==> config.mk <==
export PLATFORM = sky130hd
export DESIGN_NAME = clkStopGen
export DESIGN_NICKNAME = d
export VERILOG_FILES = /design/src/rtl/clkStopPkg.sv /design/src/rtl/clkStopSync.sv /design/src/rtl/clkStopSeq.sv /design/src/rtl/clkStopCtrl.sv /design/src/rtl/clkStopDp.sv /design/src/rtl/clkStopGen.sv
export SDC_FILE = /design/constraint.sdc
export NUM_CORES = 1
export LEC_CHECK = 0
export BUFFER_PORTS_ARGS = -buffer_cell sky130_fd_sc_hd__buf_2
export CAP_MARGIN = 20
export CORE_UTILIZATION = 40
export DETAILED_ROUTE_END_ITERATION = 16
export GPL_TIMING_DRIVEN = 0
export REMOVE_ABC_BUFFERS = 1
export SKIP_CTS_REPAIR_TIMING = 1
export SLEW_MARGIN = 25
export SYNTH_ARGS = -nofsm -noshare
export SYNTH_HDL_FRONTEND = slang
export SYNTH_SLANG_ARGS = --single-unit
==> constraint.sdc <==
create_clock -name clk -period 1.6 [get_ports clk]
set_input_delay 0.24 -clock clk [delete_from_list [all_inputs] [get_ports clk]]
set_output_delay 0.24 -clock clk [all_outputs]
set_load 0.005 [all_outputs]
==> src/rtl/clkStopPkg.sv <==
package clkStopPkg;
  // Control to datapath: gate levels
  typedef struct packed {
    logic oscOn;
    logic cpuGate;
    logic pciGate;
  } gateCmd_t;

  // Datapath to control: edge strobes, valid in the cycle before the edge lands
  typedef struct packed {
    logic pciRise;
    logic pciFall;
    logic cpuFall;
  } edgeEv_t;
endpackage

==> src/rtl/clkStopSync.sv <==
module clkStopSync #(
  parameter int W = 3
) (
  input  logic         clk,
  input  logic         rstN,
  input  logic [W-1:0] din,
  output logic [W-1:0] dout
);
  for (genvar b = 0; b < W; b++) begin : g_bit
    logic stage1, stage2;
    always_ff @(posedge clk or negedge rstN) begin
      if (!rstN) begin
        stage1 <= 1'b1;
        stage2 <= 1'b1;
      end else begin
        stage1 <= din[b];
        stage2 <= stage1;
      end
    end
    assign dout[b] = stage2;
  end
endmodule

==> src/rtl/clkStopSeq.sv <==
module clkStopSeq (
  input  logic clk,
  input  logic rstN,
  input  logic oscOn,
  input  logic wantRun,
  input  logic armEv,
  input  logic fireEv,
  output logic gate
);
  logic armed;

  always_ff @(posedge clk or negedge rstN) begin
    if (!rstN) begin
      gate  <= 1'b1;
      armed <= 1'b0;
    end else if (!oscOn) begin
      gate  <= wantRun;   // nothing toggles, so follow the request directly
      armed <= 1'b0;
    end else if (wantRun == gate) begin
      armed <= 1'b0;
    end else if (armed && fireEv) begin
      gate  <= wantRun;
      armed <= 1'b0;
    end else if (armEv) begin
      armed <= 1'b1;
    end
  end

  // while running, a gate change needs a prior arming edge plus a fire edge
  a_r3_fire_after_arm: assert property (@(posedge clk) disable iff (!rstN)
    ((gate != $past(gate)) && $past(oscOn)) |-> ($past(armed) && $past(fireEv)));
endmodule

==> src/rtl/clkStopCtrl.sv <==
module clkStopCtrl
  import clkStopPkg::*;
#(
  parameter int PD_CYCLES = 500000
) (
  input  logic     clk,
  input  logic     rstN,
  input  logic     cpuStopN,
  input  logic     pciStopN,
  input  logic     pwrDownN,
  input  edgeEv_t  ev,
  output gateCmd_t cmd
);
  localparam int PW = $clog2(PD_CYCLES + 1);

  logic [2:0]    syncQ;
  logic          oscOn, pdArmed;
  logic [PW-1:0] pdCnt;
  logic          cpuGate, pciGate;

  clkStopSync #(.W(3)) u_sync (
    .clk(clk), .rstN(rstN),
    .din({cpuStopN, pciStopN, pwrDownN}),
    .dout(syncQ)
  );

  clkStopSeq u_cpuSeq (
    .clk(clk), .rstN(rstN), .oscOn(oscOn), .wantRun(syncQ[2]),
    .armEv(ev.pciRise), .fireEv(ev.cpuFall), .gate(cpuGate)
  );

  clkStopSeq u_pciSeq (
    .clk(clk), .rstN(rstN), .oscOn(oscOn), .wantRun(syncQ[1]),
    .armEv(ev.pciRise), .fireEv(ev.pciFall), .gate(pciGate)
  );

  always_ff @(posedge clk or negedge rstN) begin
    if (!rstN) begin
      oscOn   <= 1'b1;
      pdArmed <= 1'b0;
      pdCnt   <= '0;
    end else if (oscOn) begin
      pdCnt <= '0;
      if (syncQ[0]) begin
        pdArmed <= 1'b0;
      end else if (pdArmed && ev.pciFall) begin
        oscOn   <= 1'b0;
        pdArmed <= 1'b0;
      end else if (ev.pciRise) begin
        pdArmed <= 1'b1;
      end
    end else begin
      if (!syncQ[0]) begin
        pdCnt <= '0;
      end else if (pdCnt == PW'(PD_CYCLES - 1)) begin
        oscOn <= 1'b1;
        pdCnt <= '0;
      end else begin
        pdCnt <= pdCnt + 1'b1;
      end
    end
  end

  assign cmd = '{oscOn: oscOn, cpuGate: cpuGate, pciGate: pciGate};

  // power-down lands only on a reference falling edge after arming
  a_r5_off_on_ref_fall: assert property (@(posedge clk) disable iff (!rstN)
    $fell(oscOn) |-> ($past(pdArmed) && $past(ev.pciFall)));

  // restart only once the latency counter has reached its terminal count
  a_r6_restart_after_count: assert property (@(posedge clk) disable iff (!rstN)
    $rose(oscOn) |-> ($past(pdCnt) == PW'(PD_CYCLES - 1)));
endmodule

==> src/rtl/clkStopDp.sv <==
module clkStopDp
  import clkStopPkg::*;
#(
  parameter int N_CPU    = 4,
  parameter int N_PCI    = 7,
  parameter int CPU_HALF = 2,
  parameter int PCI_HALF = 4
) (
  input  logic                   clk,
  input  logic                   rstN,
  input  gateCmd_t               cmd,
  input  logic                   enWr,
  input  logic [N_CPU+N_PCI-1:0] enData,
  output edgeEv_t                ev,
  output logic [N_CPU-1:0]       cpuClk,
  output logic [N_PCI-1:0]       pciClk,
  output logic                   pciFClk
);
  localparam int N_OUT   = N_CPU + N_PCI;
  localparam int CPU_PER = 2 * CPU_HALF;
  localparam int PCI_PER = 2 * PCI_HALF;
  localparam int CW      = $clog2(PCI_PER);

  logic [CW-1:0]    cnt, cntNext;
  logic [N_OUT-1:0] enMask;
  logic             cpuLvl, pciLvl;
  int               nextInt;

  assign cntNext = (cnt == CW'(PCI_PER - 1)) ? '0 : cnt + 1'b1;
  assign nextInt = int'(cntNext);

  always_ff @(posedge clk or negedge rstN) begin
    if (!rstN)           cnt <= '0;
    else if (!cmd.oscOn) cnt <= '0;
    else                 cnt <= cntNext;
  end

  always_ff @(posedge clk or negedge rstN) begin
    if (!rstN)     enMask <= '1;
    else if (enWr) enMask <= enData;
  end

  assign pciLvl = int'(cnt) < PCI_HALF;
  assign cpuLvl = (int'(cnt) % CPU_PER) < CPU_HALF;

  assign ev.pciRise = cmd.oscOn && (nextInt == 0);
  assign ev.pciFall = cmd.oscOn && (nextInt == PCI_HALF);
  assign ev.cpuFall = cmd.oscOn && ((nextInt % CPU_PER) == CPU_HALF);

  for (genvar i = 0; i < N_CPU; i++) begin : g_cpu
    assign cpuClk[i] = cpuLvl & cmd.cpuGate & cmd.oscOn & enMask[i];
  end
  for (genvar j = 0; j < N_PCI; j++) begin : g_pci
    assign pciClk[j] = pciLvl & cmd.pciGate & cmd.oscOn & enMask[N_CPU+j];
  end
  assign pciFClk = pciLvl & cmd.oscOn;

  // gate changes while running only coincide with a low level
  a_r2_cpu_gate_on_low: assert property (@(posedge clk) disable iff (!rstN)
    ((cmd.cpuGate != $past(cmd.cpuGate)) && $past(cmd.oscOn) && cmd.oscOn) |-> !cpuLvl);
  a_r2_pci_gate_on_low: assert property (@(posedge clk) disable iff (!rstN)
    ((cmd.pciGate != $past(cmd.pciGate)) && $past(cmd.oscOn) && cmd.oscOn) |-> !pciLvl);
endmodule

==> src/rtl/clkStopGen.sv <==
module clkStopGen
  import clkStopPkg::*;
#(
  parameter int N_CPU        = 4,
  parameter int N_PCI        = 7,
  parameter int CPU_HALF     = 2,
  parameter int PCI_HALF     = 4,
  parameter int SYS_FREQ_KHZ = 250000,
  parameter int RESTART_US   = 2000
) (
  input  logic                   clk,
  input  logic                   rstN,
  input  logic                   cpuStopN,
  input  logic                   pciStopN,
  input  logic                   pwrDownN,
  input  logic                   enWr,
  input  logic [N_CPU+N_PCI-1:0] enData,
  output logic [N_CPU-1:0]       cpuClk,
  output logic [N_PCI-1:0]       pciClk,
  output logic                   pciFClk,
  output logic                   cpuRunning,
  output logic                   pciRunning,
  output logic                   oscRunning
);
  localparam int PD_CYCLES = SYS_FREQ_KHZ * RESTART_US / 1000;

  gateCmd_t cmd;
  edgeEv_t  ev;

  clkStopCtrl #(.PD_CYCLES(PD_CYCLES)) u_ctrl (
    .clk(clk), .rstN(rstN), .cpuStopN(cpuStopN), .pciStopN(pciStopN),
    .pwrDownN(pwrDownN), .ev(ev), .cmd(cmd)
  );

  clkStopDp #(.N_CPU(N_CPU), .N_PCI(N_PCI), .CPU_HALF(CPU_HALF), .PCI_HALF(PCI_HALF)) u_dp (
    .clk(clk), .rstN(rstN), .cmd(cmd), .enWr(enWr), .enData(enData),
    .ev(ev), .cpuClk(cpuClk), .pciClk(pciClk), .pciFClk(pciFClk)
  );

  assign cpuRunning = cmd.cpuGate;
  assign pciRunning = cmd.pciGate;
  assign oscRunning = cmd.oscOn;
endmodule

* Yosys cells after proc, flatten, opt, wreduce, memory -nomap -nowiden *
Index checks and enable logic that the tools add are counted.

storage, ports and cells
  input port bits = 17
  flip-flop bits (word level) = 45
  logic and storage cells = 83
  output and inout bits = 15

operators by class
  order comparisons = 2
  muxes and demuxes = 25
  eq/ne operators = 12
  bitwise gates (word level) = 16
  add/subtract/negate cells = 2
  reduce and logical (&&, ||, !) cells = 11

operator list
  kind                                           number
  2-to-1 mux 19 bit                              3
  zero test 32 bit                               1
  2-to-1 mux 1 bit                               20
  adder 19 x 1 -> 19 bit, second input constant  1
  == test 19 bit, second input constant          1
  bitwise AND 1 bit                              16
  inequality test 2 bit, second input constant   4
  inequality test 4 bit, second input constant   2
  == test 3 bit, second input constant           2
  logical AND 1 bit                              6
  2-to-1 mux 3 bit                               2
  AND reduction 2 bit                            3
  adder 3 x 1 -> 3 bit, second input constant    1
  < comparator 3 bit, second input constant      1
  nonzero test 3 bit                             1
  == test 1 bit                                  2
  == test 2 bit, second input constant           1
  < comparator 2 bit, second input constant      1

* Longest topological paths before layout *
  word-level depth = 8
  mapped depth = 7
  mapped depth without buffers = 5

* Hierarchy *
A second synthesis with hierarchy kept.

unflattened totals
  cells, all modules = 185
  area, all modules = 2182.1 µm²

by module, submodules not included
  module       area each (µm²)  times used  cells each  seq. area each (µm²)
  clkStopCtrl  1089.8           1           113         526.8
  clkStopDp    719.4            1           51          364.1
  clkStopSeq   96.3             2           6           51.3
  clkStopSync  180.2            1           9           157.7

* Worst setup path before layout *
Ideal clock, no wire load.

  kind = register to register
  start point = reg u_ctrl.pdCnt[0]
  end point = reg u_ctrl.pdCnt[5]
  required time = 1.481 ns
  buffers on the path = 2
  library setup time = 0.119 ns
  clock period less this slack = 1.628 ns
  setup slack = -0.028 ns
  stages on the path, launching flop included = 8
  data arrival time = 1.509 ns
  cells stage by stage = dfrtp_1 -> ha_1 -> nand4_1 -> nor4_1 -> a21o_1 -> buf_4 -> buf_6 -> nor2_1

on the way
  cells in the longest elaborated chain, start to end = 4
  elaborated cells between the ends (all ways) = 5
  those cells by class = add/sub (1); eq/ne (1); mux (3)

RTL lines
  what                                                             line                                  source
  start, declared                                                  clkStopCtrl.sv:18                     logic [PW-1:0] pdCnt;
  start signal, assigned                                           clkStopCtrl.sv:59                     pdCnt <= pdCnt + 1'b1;
  adder 19 x 1 -> 19 bit / == test 19 bit (equally long branches)  clkStopCtrl.sv:59, clkStopCtrl.sv:55
  2-to-1 mux 19 bit *                                              clkStopCtrl.sv:55                     end else if (pdCnt == PW'(PD_CYCLES - 1)) begin
  2-to-1 mux 19 bit *                                              clkStopCtrl.sv:53                     if (!syncQ[0]) begin
  2-to-1 mux 19 bit *                                              clkStopCtrl.sv:42                     end else if (oscOn) begin

Mark *: on every way between the ends. The rest lies on a longest branch, timed or not.
A chain may end at the register's enable or synchronous reset.

* Worst setup path after layout *
  start point = reg u_ctrl.pdCnt[9]
  end point = reg u_ctrl.pdCnt[5]

on the way
  cells in the longest elaborated chain, start to end = 4

RTL lines
  what               line
  == test 19 bit     clkStopCtrl.sv:55
  2-to-1 mux 19 bit  clkStopCtrl.sv:55
  2-to-1 mux 19 bit  clkStopCtrl.sv:53
  2-to-1 mux 19 bit  clkStopCtrl.sv:42

No other way between the ends.

==> run_results.csv <==
group,metric,value,unit
synth,synth_cell_types,39,
timing,holdWs,0.0257,ns
setup_path,startpoint_type,"register",
clock_network,clockBufferDepth,2,
drt,drtIter0Drc,62,
synth,synth_async_sr_flop_share,100,%
timing,worstMarginPinSlew,0.540,ns
grt,grt_pass1_vias,1442,
placement,hpwl,2.65,mm
drt,first_pass_iters,5,
grt,grt_usage,16.3,%
power_and_ir_drop,power,2.20,mW
floorplanning,fp.dieW,73.8,um
timing,max_freq,0.571,GHz
setup_path,crit_required,1.79,ns
final_layout,area_growth_syn_to_layout,35.6,%
synth,synth_seq_cells,45,
grt,overflow,0,
final_layout,final_common_cell,"buf_2",
timing,max_slew_margin,64.0,%
outcome,violations,"setup timing",
clock_network,root_buffer,"clkbuf_8",
synth,synthFlopType,"dfrtp_1",
placement,gp_congestion,0.760,
setup_path,end_kind,"register",
final_layout,antennaDiodeCount,0,
setup_path,cp.arrival,1.94,ns
power_and_ir_drop,leakagePower,1.21,nW
timing,drv_slew,0,
clock_network,cts_sinks,45,
drt,via_per_inst,5.20,
hold_path,holdPathStages,1,
clock_network,numCtsBuffers,5,
grt,grt_pass1_wl,6.53,mm
final_layout,drive_above_1_share,59.3,%
grt,grt_max_degree,46,
run,drv_cap,0,
outcome,outcome,"complete, but fails checks",
final_layout,n_fill_cell,407,
floorplanning,dieArea,5450,um2
timing,setup_violations,28,
synth,yosys_warnings,0,
synth,syn_inst,175,
clock_network,clock_latency,0.30,ns
setup_path,worstRegToRegCells,5,
power_and_ir_drop,p_per_area,787,nW/um2
drt,wire_per_inst,15.1,um
grt,met3_usage,5.62,%
synth,ys_seq_area_share,55.8,%
floorplanning,core-area,4850,um2
setup_path,crit_path_max_fanout,8,
grt,busiest_layer,"met2",
placement,pre_cts_ws,-0.524,ns
synth,syn_avg_cell_area,11.8,um2
drt,vias,1575,
setup_path,worst-setup-path-type,"register to register",
drt,ant_nets,0,
hold_path,holdCritPathClass,"primary input to register",
floorplanning,die_h,73.8,um
synth,syn_area,2060,um2
final_layout,post-route-util,57.7,%
floorplanning,ios,32,
grt,grt_antenna_before_repair,0,
placement,placed_area,2270,um2
grt,gr-usage-met1,19.0,%
placement,numPortBuffers,31,
timing,hold_viol_final,0,
timing,timing.final.ws_setup,-0.151,ns
grt,use_met2,26.8,%
clock_network,clk_pin_slew,0.08,ns
floorplanning,start_util,42.6,%
synth,synth_edf_count,0,
final_layout,final_nets,257,
clock_network,cts_tree,"yes",
timing,rsz0062_at_grt,"true",
drt,drt-total-wl,4.57,mm
final_layout,layout_common_cells,"30 x buf_2, 24 x buf_4, 20 x dfstp_2",
final_layout,stdcell_area,2800,um2
floorplanning,row_count,25,
timing,period_needed,1.75,ns
drt,route.detailed.drc,0,
timing,fin_skew,0.00350,ns
timing,post-route-period-util,109,%
power_and_ir_drop,ir_drop,0.524,mV
clock_network,h-tree-depth,2,
-- logic make-up (layout without fill, tap and decap cells) --
| group | Yosys count | in the layout | synth area share [%] |
|---|---|---|---|
| AND/OR/NAND/NOR | 71 | 71 | 20.1 |
| multiplexers | 14 | 14 | 7.64 |
| adder cells (fa/ha/maj) | 5 | 5 | 3.03 |
| buffers and inverters | 10 | 69 | 2.43 |
| XOR/XNOR | 14 | 14 | 5.94 |
| AO/OA/AOI/OAI | 16 | 18 | 5.03 |
| flip-flops | 45 | 45 | 55.8 |
-- cell usage after synthesis (all sizes together), types with 4 or more instances --
library cell | n | area [um2]
nand4 | 5 | 46.3
xor2 | 6 | 52.6
xnor2 | 8 | 70.1
nand2 | 7 | 26.3
a21oi | 5 | 25.0
dfrtp | 25 | 626
and3 | 10 | 62.6
and2 | 5 | 31.3
ha | 5 | 62.6
nor2 | 17 | 63.8
mux2 | 14 | 158
nor3 | 4 | 25.0
nand3 | 7 | 35.0
dfstp | 20 | 526
inv | 6 | 22.5
-- where the power goes --
| group | total, mW | internal, mW | leakage, nW | switching, mW |
|---|---|---|---|---|
| clock | 0.827 | 0.445 | 0.0556 | 0.382 |
| sequential | 1.24 | 1.21 | 0.544 | 0.0283 |
| combinational | 0.135 | 0.0685 | 0.607 | 0.0668 |
-- state kept, by name, indices dropped and copies added (netlist names) --
register and flops:
u_ctrl.u_sync.g_bit.stage2 3, u_ctrl.u_sync.g_bit.stage1 3, u_ctrl.pdArmed 1, u_dp.cnt 3, u_ctrl.u_pciSeq.gate 1, u_ctrl.pdCnt 19
u_ctrl.oscOn 1, u_ctrl.u_cpuSeq.gate 1, u_ctrl.u_pciSeq.armed 1, u_ctrl.u_cpuSeq.armed 1, u_dp.enMask 11
-- through the flow --
stage	std cells	TNS, ns
2_1_floorplan	171	-1.06
3_3_place_gp	269	-6.77
3_5_place_dp	269	-9.03
4_1_cts	277	-11.86
5_1_grt	303	-4.84
6_report	303	-2.85
-- layout make-up --
type | instances | area (um2) | area share [%]
sequential | 45 | 1160 | 41.5
multi-input combinational | 122 | 1070 | 38.4
timing repair buffer | 55 | 340 | 12.2
clock buffer | 7 | 108 | 3.85
tap | 67 | 83.8 | 3.00
inverter | 6 | 22.5 | 0.805
clock inverter | 1 | 7.51 | 0.268
-- per-layer routing --
| layer | wire, um | part of all wire, % |
|---|---|---|
| met2 | 2320 | 51 |
| met3 | 254 | 5.6 |
| met4 | 101 | 2.2 |
| met1 | 1890 | 41 |
| met5 | 0 | 0 |
-- worst max-delay path, cell delays in order, from the launching register on --
cell and delay [ns]:
dfrtp_2 0.44, or4b_4 0.54, nor3_4 0.22, buf_4 0.15, a21o_4 0.20, nor2_1 0.08
-- worst paths after layout --
check | startpoint | end | slack, ns
max | u_ctrl.pdCnt[9]$_DFF_PN0_ | u_ctrl.pdCnt[5]$_DFF_PN0_ | -0.15
min | pciStopN | u_ctrl.u_sync.g_bit[1].stage1$_DFF_PN1_ | 0.03
max reg2reg | u_ctrl.pdCnt[9]$_DFF_PN0_ | u_ctrl.pdCnt[5]$_DFF_PN0_ | -0.15
min reg2reg | u_ctrl.u_sync.g_bit[2].stage1$_DFF_PN1_ | u_ctrl.u_sync.g_bit[2].stage2$_DFF_PN1_ | 0.36
max in group asynchronous | rstN | u_ctrl.pdCnt[9]$_DFF_PN0_ | 0.74
min in group asynchronous | rstN | u_dp.cnt[0]$_DFF_PN0_ | 0.46
(Power assumes the default switching activity.)
